**config.mk**
```make
export PLATFORM = sky130hd
export DESIGN_NAME = cfg_io_port
export DESIGN_NICKNAME = d
export VERILOG_FILES = /design/src/rtl/cfg_io_pkg.sv /design/src/rtl/cfg_io_sync.sv /design/src/rtl/cfg_io_regs.sv /design/src/rtl/cfg_io_pinmux.sv /design/src/rtl/cfg_io_port.sv
export SDC_FILE = /design/constraint.sdc
export NUM_CORES = 1
export LEC_CHECK = 0
export BUFFER_PORTS_ARGS = -buffer_cell sky130_fd_sc_hd__buf_2
export CAP_MARGIN = 20
export CORE_ASPECT_RATIO = 1.75
export CORE_UTILIZATION = 52
export CTS_BUF_LIST = sky130_fd_sc_hd__clkbuf_8
export DETAILED_ROUTE_END_ITERATION = 7
export GPL_ROUTABILITY_DRIVEN = 0
export PLACE_DENSITY = 0.87
export SYNTH_ARGS = -nofsm -noshare
export SYNTH_HDL_FRONTEND = slang
export SYNTH_SLANG_ARGS = --single-unit
```
**constraint.sdc**
```tcl
create_clock -name clk -period 2.75 [get_ports clk]
set_clock_uncertainty 0.1 [all_clocks]
set_input_delay 0.275 -clock clk [delete_from_list [all_inputs] [get_ports clk]]
set_output_delay 0.275 -clock clk [all_outputs]
set_load 0.1 [all_outputs]
```
**src/rtl/cfg_io_pkg.sv**
```systemverilog
`timescale 1ns/1ps
package cfg_io_pkg;
  localparam int REG_AW = 2;
  localparam logic [REG_AW-1:0] OFF_DIN  = 2'd0;
  localparam logic [REG_AW-1:0] OFF_DOUT = 2'd1;
  localparam logic [REG_AW-1:0] OFF_DIR  = 2'd2;
  localparam logic [REG_AW-1:0] OFF_MODE = 2'd3;

  typedef struct packed {
    logic o;
    logic oe;
  } pin_drv_t;

  // Per-pin source selection, priority JTAG > logic > address > host.
  function automatic pin_drv_t pick_pin(
    input logic is_jtag, input logic is_logic, input logic mode,
    input logic dout, input logic dir, input logic pt,
    input logic abit, input logic lgc, input logic jo, input logic joe);
    pin_drv_t r;
    if (is_jtag) begin
      r.o = jo;  r.oe = joe;
    end else if (is_logic) begin
      r.o = lgc; r.oe = dir | pt;
    end else if (mode) begin
      r.o = abit; r.oe = 1'b1;
    end else begin
      r.o = dout; r.oe = dir | pt;
    end
    return r;
  endfunction
endpackage

```
**src/rtl/cfg_io_sync.sv**
```systemverilog
`timescale 1ns/1ps
module cfg_io_sync #(
  parameter int W = 8
) (
  input  logic         clk,
  input  logic         rst_n,
  input  logic [W-1:0] d,
  output logic [W-1:0] q
);
  logic [W-1:0] s1_q, s2_q;
  logic [1:0]   age_q;   // cycles since reset, saturating, for checks

  always_ff @(posedge clk or negedge rst_n) begin
    if (!rst_n) begin
      s1_q  <= '0;
      s2_q  <= '0;
      age_q <= '0;
    end else begin
      s1_q <= d;
      s2_q <= s1_q;
      if (age_q != 2'd3) age_q <= age_q + 2'd1;
    end
  end

  assign q = s2_q;

  a_r4_two_stage: assert property (@(posedge clk) disable iff (!rst_n)
    (age_q >= 2'd2) |-> (q == $past(d, 2)));
endmodule

```
**src/rtl/cfg_io_regs.sv**
```systemverilog
`timescale 1ns/1ps
module cfg_io_regs
  import cfg_io_pkg::*;
#(
  parameter int W = 8,
  parameter bit HAS_MODE_REG = 1'b1
) (
  input  logic              clk,
  input  logic              rst_n,
  input  logic [REG_AW-1:0] addr,
  input  logic              wr,
  input  logic              rd,
  input  logic [W-1:0]      wdata,
  input  logic [W-1:0]      din_sync,
  output logic [W-1:0]      rdata,
  output logic [W-1:0]      dout_q,
  output logic [W-1:0]      dir_q,
  output logic [W-1:0]      mode_q
);
  logic wr_dout, wr_dir, wr_mode;
  assign wr_dout = wr && (addr == OFF_DOUT);
  assign wr_dir  = wr && (addr == OFF_DIR);
  assign wr_mode = wr && (addr == OFF_MODE);

  always_ff @(posedge clk or negedge rst_n) begin
    if (!rst_n) begin
      dout_q <= '0;
      dir_q  <= '0;
    end else begin
      if (wr_dout) dout_q <= wdata;
      if (wr_dir)  dir_q  <= wdata;
    end
  end

  generate
    if (HAS_MODE_REG) begin : g_mode
      logic [W-1:0] mode_r;
      always_ff @(posedge clk or negedge rst_n) begin
        if (!rst_n)       mode_r <= '0;
        else if (wr_mode) mode_r <= wdata;
      end
      assign mode_q = mode_r;
    end else begin : g_nomode
      assign mode_q = '0;
    end
  endgenerate

  always_comb begin
    rdata = '0;
    if (rd) begin
      unique case (addr)
        OFF_DIN:  rdata = din_sync;
        OFF_DOUT: rdata = dout_q;
        OFF_DIR:  rdata = dir_q;
        default:  rdata = mode_q;
      endcase
    end
  end

  a_r9_dout_lands: assert property (@(posedge clk) disable iff (!rst_n)
    wr_dout |=> (dout_q == $past(wdata)));
  a_r9_dir_holds: assert property (@(posedge clk) disable iff (!rst_n)
    !wr_dir |=> $stable(dir_q));
  a_r8_mode_fixed: assert property (@(posedge clk) disable iff (!rst_n)
    (!HAS_MODE_REG && wr_mode) |=> (mode_q == '0));
endmodule

```
**src/rtl/cfg_io_pinmux.sv**
```systemverilog
`timescale 1ns/1ps
module cfg_io_pinmux
  import cfg_io_pkg::*;
#(
  parameter int W = 8,
  parameter logic [W-1:0] LOGIC_PINS = '0,
  parameter logic [W-1:0] JTAG_PINS  = '0
) (
  input  logic [W-1:0] dout,
  input  logic [W-1:0] dir,
  input  logic [W-1:0] mode,
  input  logic [W-1:0] addr_q,
  input  logic [W-1:0] lgc_out,
  input  logic [W-1:0] pt_oe,
  input  logic         jtag_en,
  input  logic [W-1:0] jtag_out,
  input  logic [W-1:0] jtag_oe,
  output logic [W-1:0] pin_out,
  output logic [W-1:0] pin_oe
);
  for (genvar i = 0; i < W; i++) begin : g_pin
    pin_drv_t drv;
    assign drv = pick_pin(jtag_en && JTAG_PINS[i], LOGIC_PINS[i], mode[i],
                          dout[i], dir[i], pt_oe[i], addr_q[i], lgc_out[i],
                          jtag_out[i], jtag_oe[i]);
    assign pin_out[i] = drv.o;
    assign pin_oe[i]  = drv.oe;
  end
endmodule

```
**src/rtl/cfg_io_port.sv**
```systemverilog
`timescale 1ns/1ps
module cfg_io_port
  import cfg_io_pkg::*;
#(
  parameter int W = 8,
  parameter bit HAS_MODE_REG = 1'b1,
  parameter logic [W-1:0] LOGIC_PINS = 8'hC0,
  parameter logic [W-1:0] JTAG_PINS  = 8'h0C
) (
  input  logic              clk,
  input  logic              rst_n,
  input  logic [REG_AW-1:0] bus_addr,
  input  logic              bus_wr,
  input  logic              bus_rd,
  input  logic [W-1:0]      bus_wdata,
  output logic [W-1:0]      bus_rdata,
  input  logic              ale,
  input  logic [W-1:0]      addr_bus,
  input  logic [W-1:0]      lgc_out,
  input  logic [W-1:0]      pt_oe,
  input  logic              jtag_en,
  input  logic [W-1:0]      jtag_out,
  input  logic [W-1:0]      jtag_oe,
  input  logic [W-1:0]      pin_in,
  output logic [W-1:0]      pin_out,
  output logic [W-1:0]      pin_oe
);
  logic [W-1:0] din_sync, dout_q, dir_q, mode_q, addr_q;
  logic [W-1:0] jtag_mask, addr_mask;

  always_ff @(posedge clk or negedge rst_n) begin
    if (!rst_n)   addr_q <= '0;
    else if (ale) addr_q <= addr_bus;
  end

  cfg_io_sync #(.W(W)) sync_i (
    .clk(clk), .rst_n(rst_n), .d(pin_in), .q(din_sync));

  cfg_io_regs #(.W(W), .HAS_MODE_REG(HAS_MODE_REG)) regs_i (
    .clk(clk), .rst_n(rst_n), .addr(bus_addr), .wr(bus_wr), .rd(bus_rd),
    .wdata(bus_wdata), .din_sync(din_sync), .rdata(bus_rdata),
    .dout_q(dout_q), .dir_q(dir_q), .mode_q(mode_q));

  cfg_io_pinmux #(.W(W), .LOGIC_PINS(LOGIC_PINS), .JTAG_PINS(JTAG_PINS)) mux_i (
    .dout(dout_q), .dir(dir_q), .mode(mode_q), .addr_q(addr_q),
    .lgc_out(lgc_out), .pt_oe(pt_oe), .jtag_en(jtag_en),
    .jtag_out(jtag_out), .jtag_oe(jtag_oe),
    .pin_out(pin_out), .pin_oe(pin_oe));

  // Named views of the override and address-drive pin sets for the checks.
  assign jtag_mask = jtag_en ? JTAG_PINS : '0;
  assign addr_mask = mode_q & ~LOGIC_PINS & ~jtag_mask;

  a_r7_jtag_wins: assert property (@(posedge clk) disable iff (!rst_n)
    ((pin_out & jtag_mask) == (jtag_out & jtag_mask)) &&
    ((pin_oe & jtag_mask) == (jtag_oe & jtag_mask)));
  a_r6_addr_drives: assert property (@(posedge clk) disable iff (!rst_n)
    ((pin_oe & addr_mask) == addr_mask) &&
    ((pin_out & addr_mask) == (addr_q & addr_mask)));
  a_r6_latch_capture: assert property (@(posedge clk) disable iff (!rst_n)
    ale |=> (addr_q == $past(addr_bus)));
  a_r5_logic_source: assert property (@(posedge clk) disable iff (!rst_n)
    ((pin_out & LOGIC_PINS & ~jtag_mask) == (lgc_out & LOGIC_PINS & ~jtag_mask)));
endmodule

```
==> impl_results.md <==
* Clock root cell: clkbuf_8
* Hpwl dp at 2590 um
* Worst path setup slack after routing at 0.8037 ns
* Post-route ant nets at 0
* Worst-path maximum fanout at 19
* Endpoints failing hold at 0
* Site row count at 29
* First-pass GRT wire length at 6058 um
* Peak supply drop at 0.4973 mV
* Seq cells post-synth at 46
* Pre-CTS setup slack at 0.8112 ns
* Setup TNS Final at 0 ns
* WL per Instance at 14.83 um
* # IOs at 88
* Diodes inserted at 0
* Vias in the first global route at 1302
* Area delta synth->final at 26.93%
* Most frequent cells in the layout: buf_2, dfrtp_1, mux2_2
* Die Y at 83.23 um
* Via density per instance at 5.177
* Data required, critical path at 2.38 ns
* Highest Clock Rate at 0.5138 GHz
* Synth warn at 0
* Detailed Route Iter0 Violations at 33
* Share of cells above drive strength 1 at 0.5288
* Syn avg cell area at 14.74 um^2
* GR Overflow Total at 0
* Synth Instances at 133
* Lkg Pwr at 1.214 nW
* Final Setup Violations at 0
* # hold bufs at CTS at 8
* Drc violations at 0
* Final max-slew violation count at 0
* Num Clock Sinks at 46
* Gr usage total at 0.2059
* Nets at 271
* Detailed Route WL at 3767 um
* Clk buf depth at 2
* Via count at 1315
* Mapped Nets at 197
* Power Density at 746.7 nW/um^2
* Die area at 4030 um^2
* CTS Buf Count at 5
* Detailed Routing Iterations Pass 1 at 4
* Number of gates resized after cts at 0
* Largest net degree at the start of global routing at 47
* Worst-skew pair later-pin latency at 0.29 ns
* Startpoint types: input pin
* RSZ-0062 raised after global routing: false
* Antenna violations before repair at 0
* Sequential area share after synthesis at 0.5871
* Run status: complete, no violations
* Top cell type's share of synthesized area at 0.5871
* Worst EP arrival at 1.57 ns
* Initial Util at 0.5403
* Clk slew on worst S/H paths at 0.07 ns
* Dominant cell type by area after synthesis: dfrtp_1
* TritonCTS clock tree: built
* Postcts setup bufs at 0
* Minimum clock period at 1.946 ns
* Max-cap violations at 0
* Netlist cell types at 16
* Core area at 3628 um^2
* CP Class: in -> out
* H-tree Lvls at 2
* Crit end category: output pin
* Least-Margin Pin Slew at 0.5851 ns
* Commonest non-fill, non-tap cell in the layout: buf_2
* Top post-synthesis cells by area: dfrtp_1, mux2_2, mux2i_1
* Normalized max-slew margin at 0.6100
* Port bufs at 63
* Final period util at 0.7078
* Cell Area, Synth at 1961 um^2
* Worst hold path type: in -> reg
* DIE WIDTH at 48.42 um
-- cell usage after synthesis --
cell type / n
mux2i_1: 18
o21ai_0: 4
nand2_1: 5
nand2b_1: 1
dfrtp_1: 46
buf_6: 2
mux2_2: 34
or3_1: 4
buf_2: 1
nand3b_4: 2
or2_2: 2
nand3_4: 1
nor3_1: 2
buf_4: 2
clkbuf_1: 1
o22ai_1: 8
-- through the flow --
| stage | cell area, um^2 | std cells | hold slack, ns | util | power, mW |
|---|---|---|---|---|---|
| after floorplan | 1961 | 133 | -0.1206 | - | 1.354 |
| after global placement | 2287 | 236 | 0.2320 | 0.6303 | 1.446 |
| after detailed placement | 2287 | 236 | 0.2347 | 0.6303 | 1.459 |
| after CTS | 2459 | 252 | 0.06609 | 0.6776 | 1.872 |
| after global routing | 2489 | 254 | 0.09725 | 0.6859 | 1.940 |
| final | 2489 | 254 | 0.1110 | 0.6859 | 1.858 |
-- routing by layer --
layer / part of all wire / up-vias / global-route usage
met5: 0 / - / 0
met4: 0.026 / 0 / 0.1043
met3: 0.039 / 9 / 0.04396
met2: 0.55 / 42 / 0.3547
met1: 0.38 / 637 / 0.2372
li1: - / 627 / -
-- cell type report --
class / instances / area, um^2
Sequential cell: 46 / 1151
Fill cell: 304 / 1140
Multi-Input combinational cell: 81 / 763.2
Tap cell: 46 / 57.56
Clock inverter: 2 / 8.758
Timing Repair Buffer: 73 / 425.4
Clock buffer: 6 / 82.58
-- power by group --
| group | total, mW | internal (mW) | switching (mW) |
|---|---|---|---|
| registers | 0.824 | 0.764 | 0.0604 |
| logic | 0.631 | 0.179 | 0.452 |
| clock network | 0.403 | 0.199 | 0.204 |
| total | 1.86 | 1.14 | 0.717 |
-- worst paths after layout --
check	cells past startpoint	to	slack [ns]	from
worst max-delay path	4	bus_rdata[1]	0.80	bus_addr[0]
worst min-delay path	2	addr_q[4]$_DFFE_PN0P_	0.11	addr_bus[4]
worst max register to register	1	regs_i.mode_q[4]$_DFFE_PN0P_	1.84	regs_i.mode_q[4]$_DFFE_PN0P_
worst min register to register	0	sync_i.q[2]$_DFF_PN0_	0.24	sync_i.s1_q[2]$_DFF_PN0_
max in group asynchronous	3	sync_i.s1_q[2]$_DFF_PN0_	1.89	rst_n
min in group asynchronous	2	sync_i.s1_q[3]$_DFF_PN0_	0.22	rst_n
-- flip-flops by register name (all words and copies together), names as in the netlist --
register,flops
sync_i.q,8
sync_i.s1_q,8
regs_i.dir_q,8
regs_i.mode_q,8
addr_q,6
regs_i.dout_q,8
-- worst max-delay path, stage by stage --
cell     delay (ns)
buf_2          0.47
mux2i_1        0.17
o22ai_1        0.20
buf_2          0.46
-- logic make-up (layout without fill, tap and decap cells) --
| kind of cell | count (synthesis) | count (layout) | synth area share |
|---|---|---|---|
| flops | 46 | 46 | 0.5871 |
| mux | 52 | 52 | 0.2872 |
| compound gates | 12 | 12 | 0.03574 |
| simple gates | 17 | 17 | 0.06637 |
| buf+inv | 6 | 81 | 0.02360 |
No activity file was read; power rests on OpenSTA's default activity.
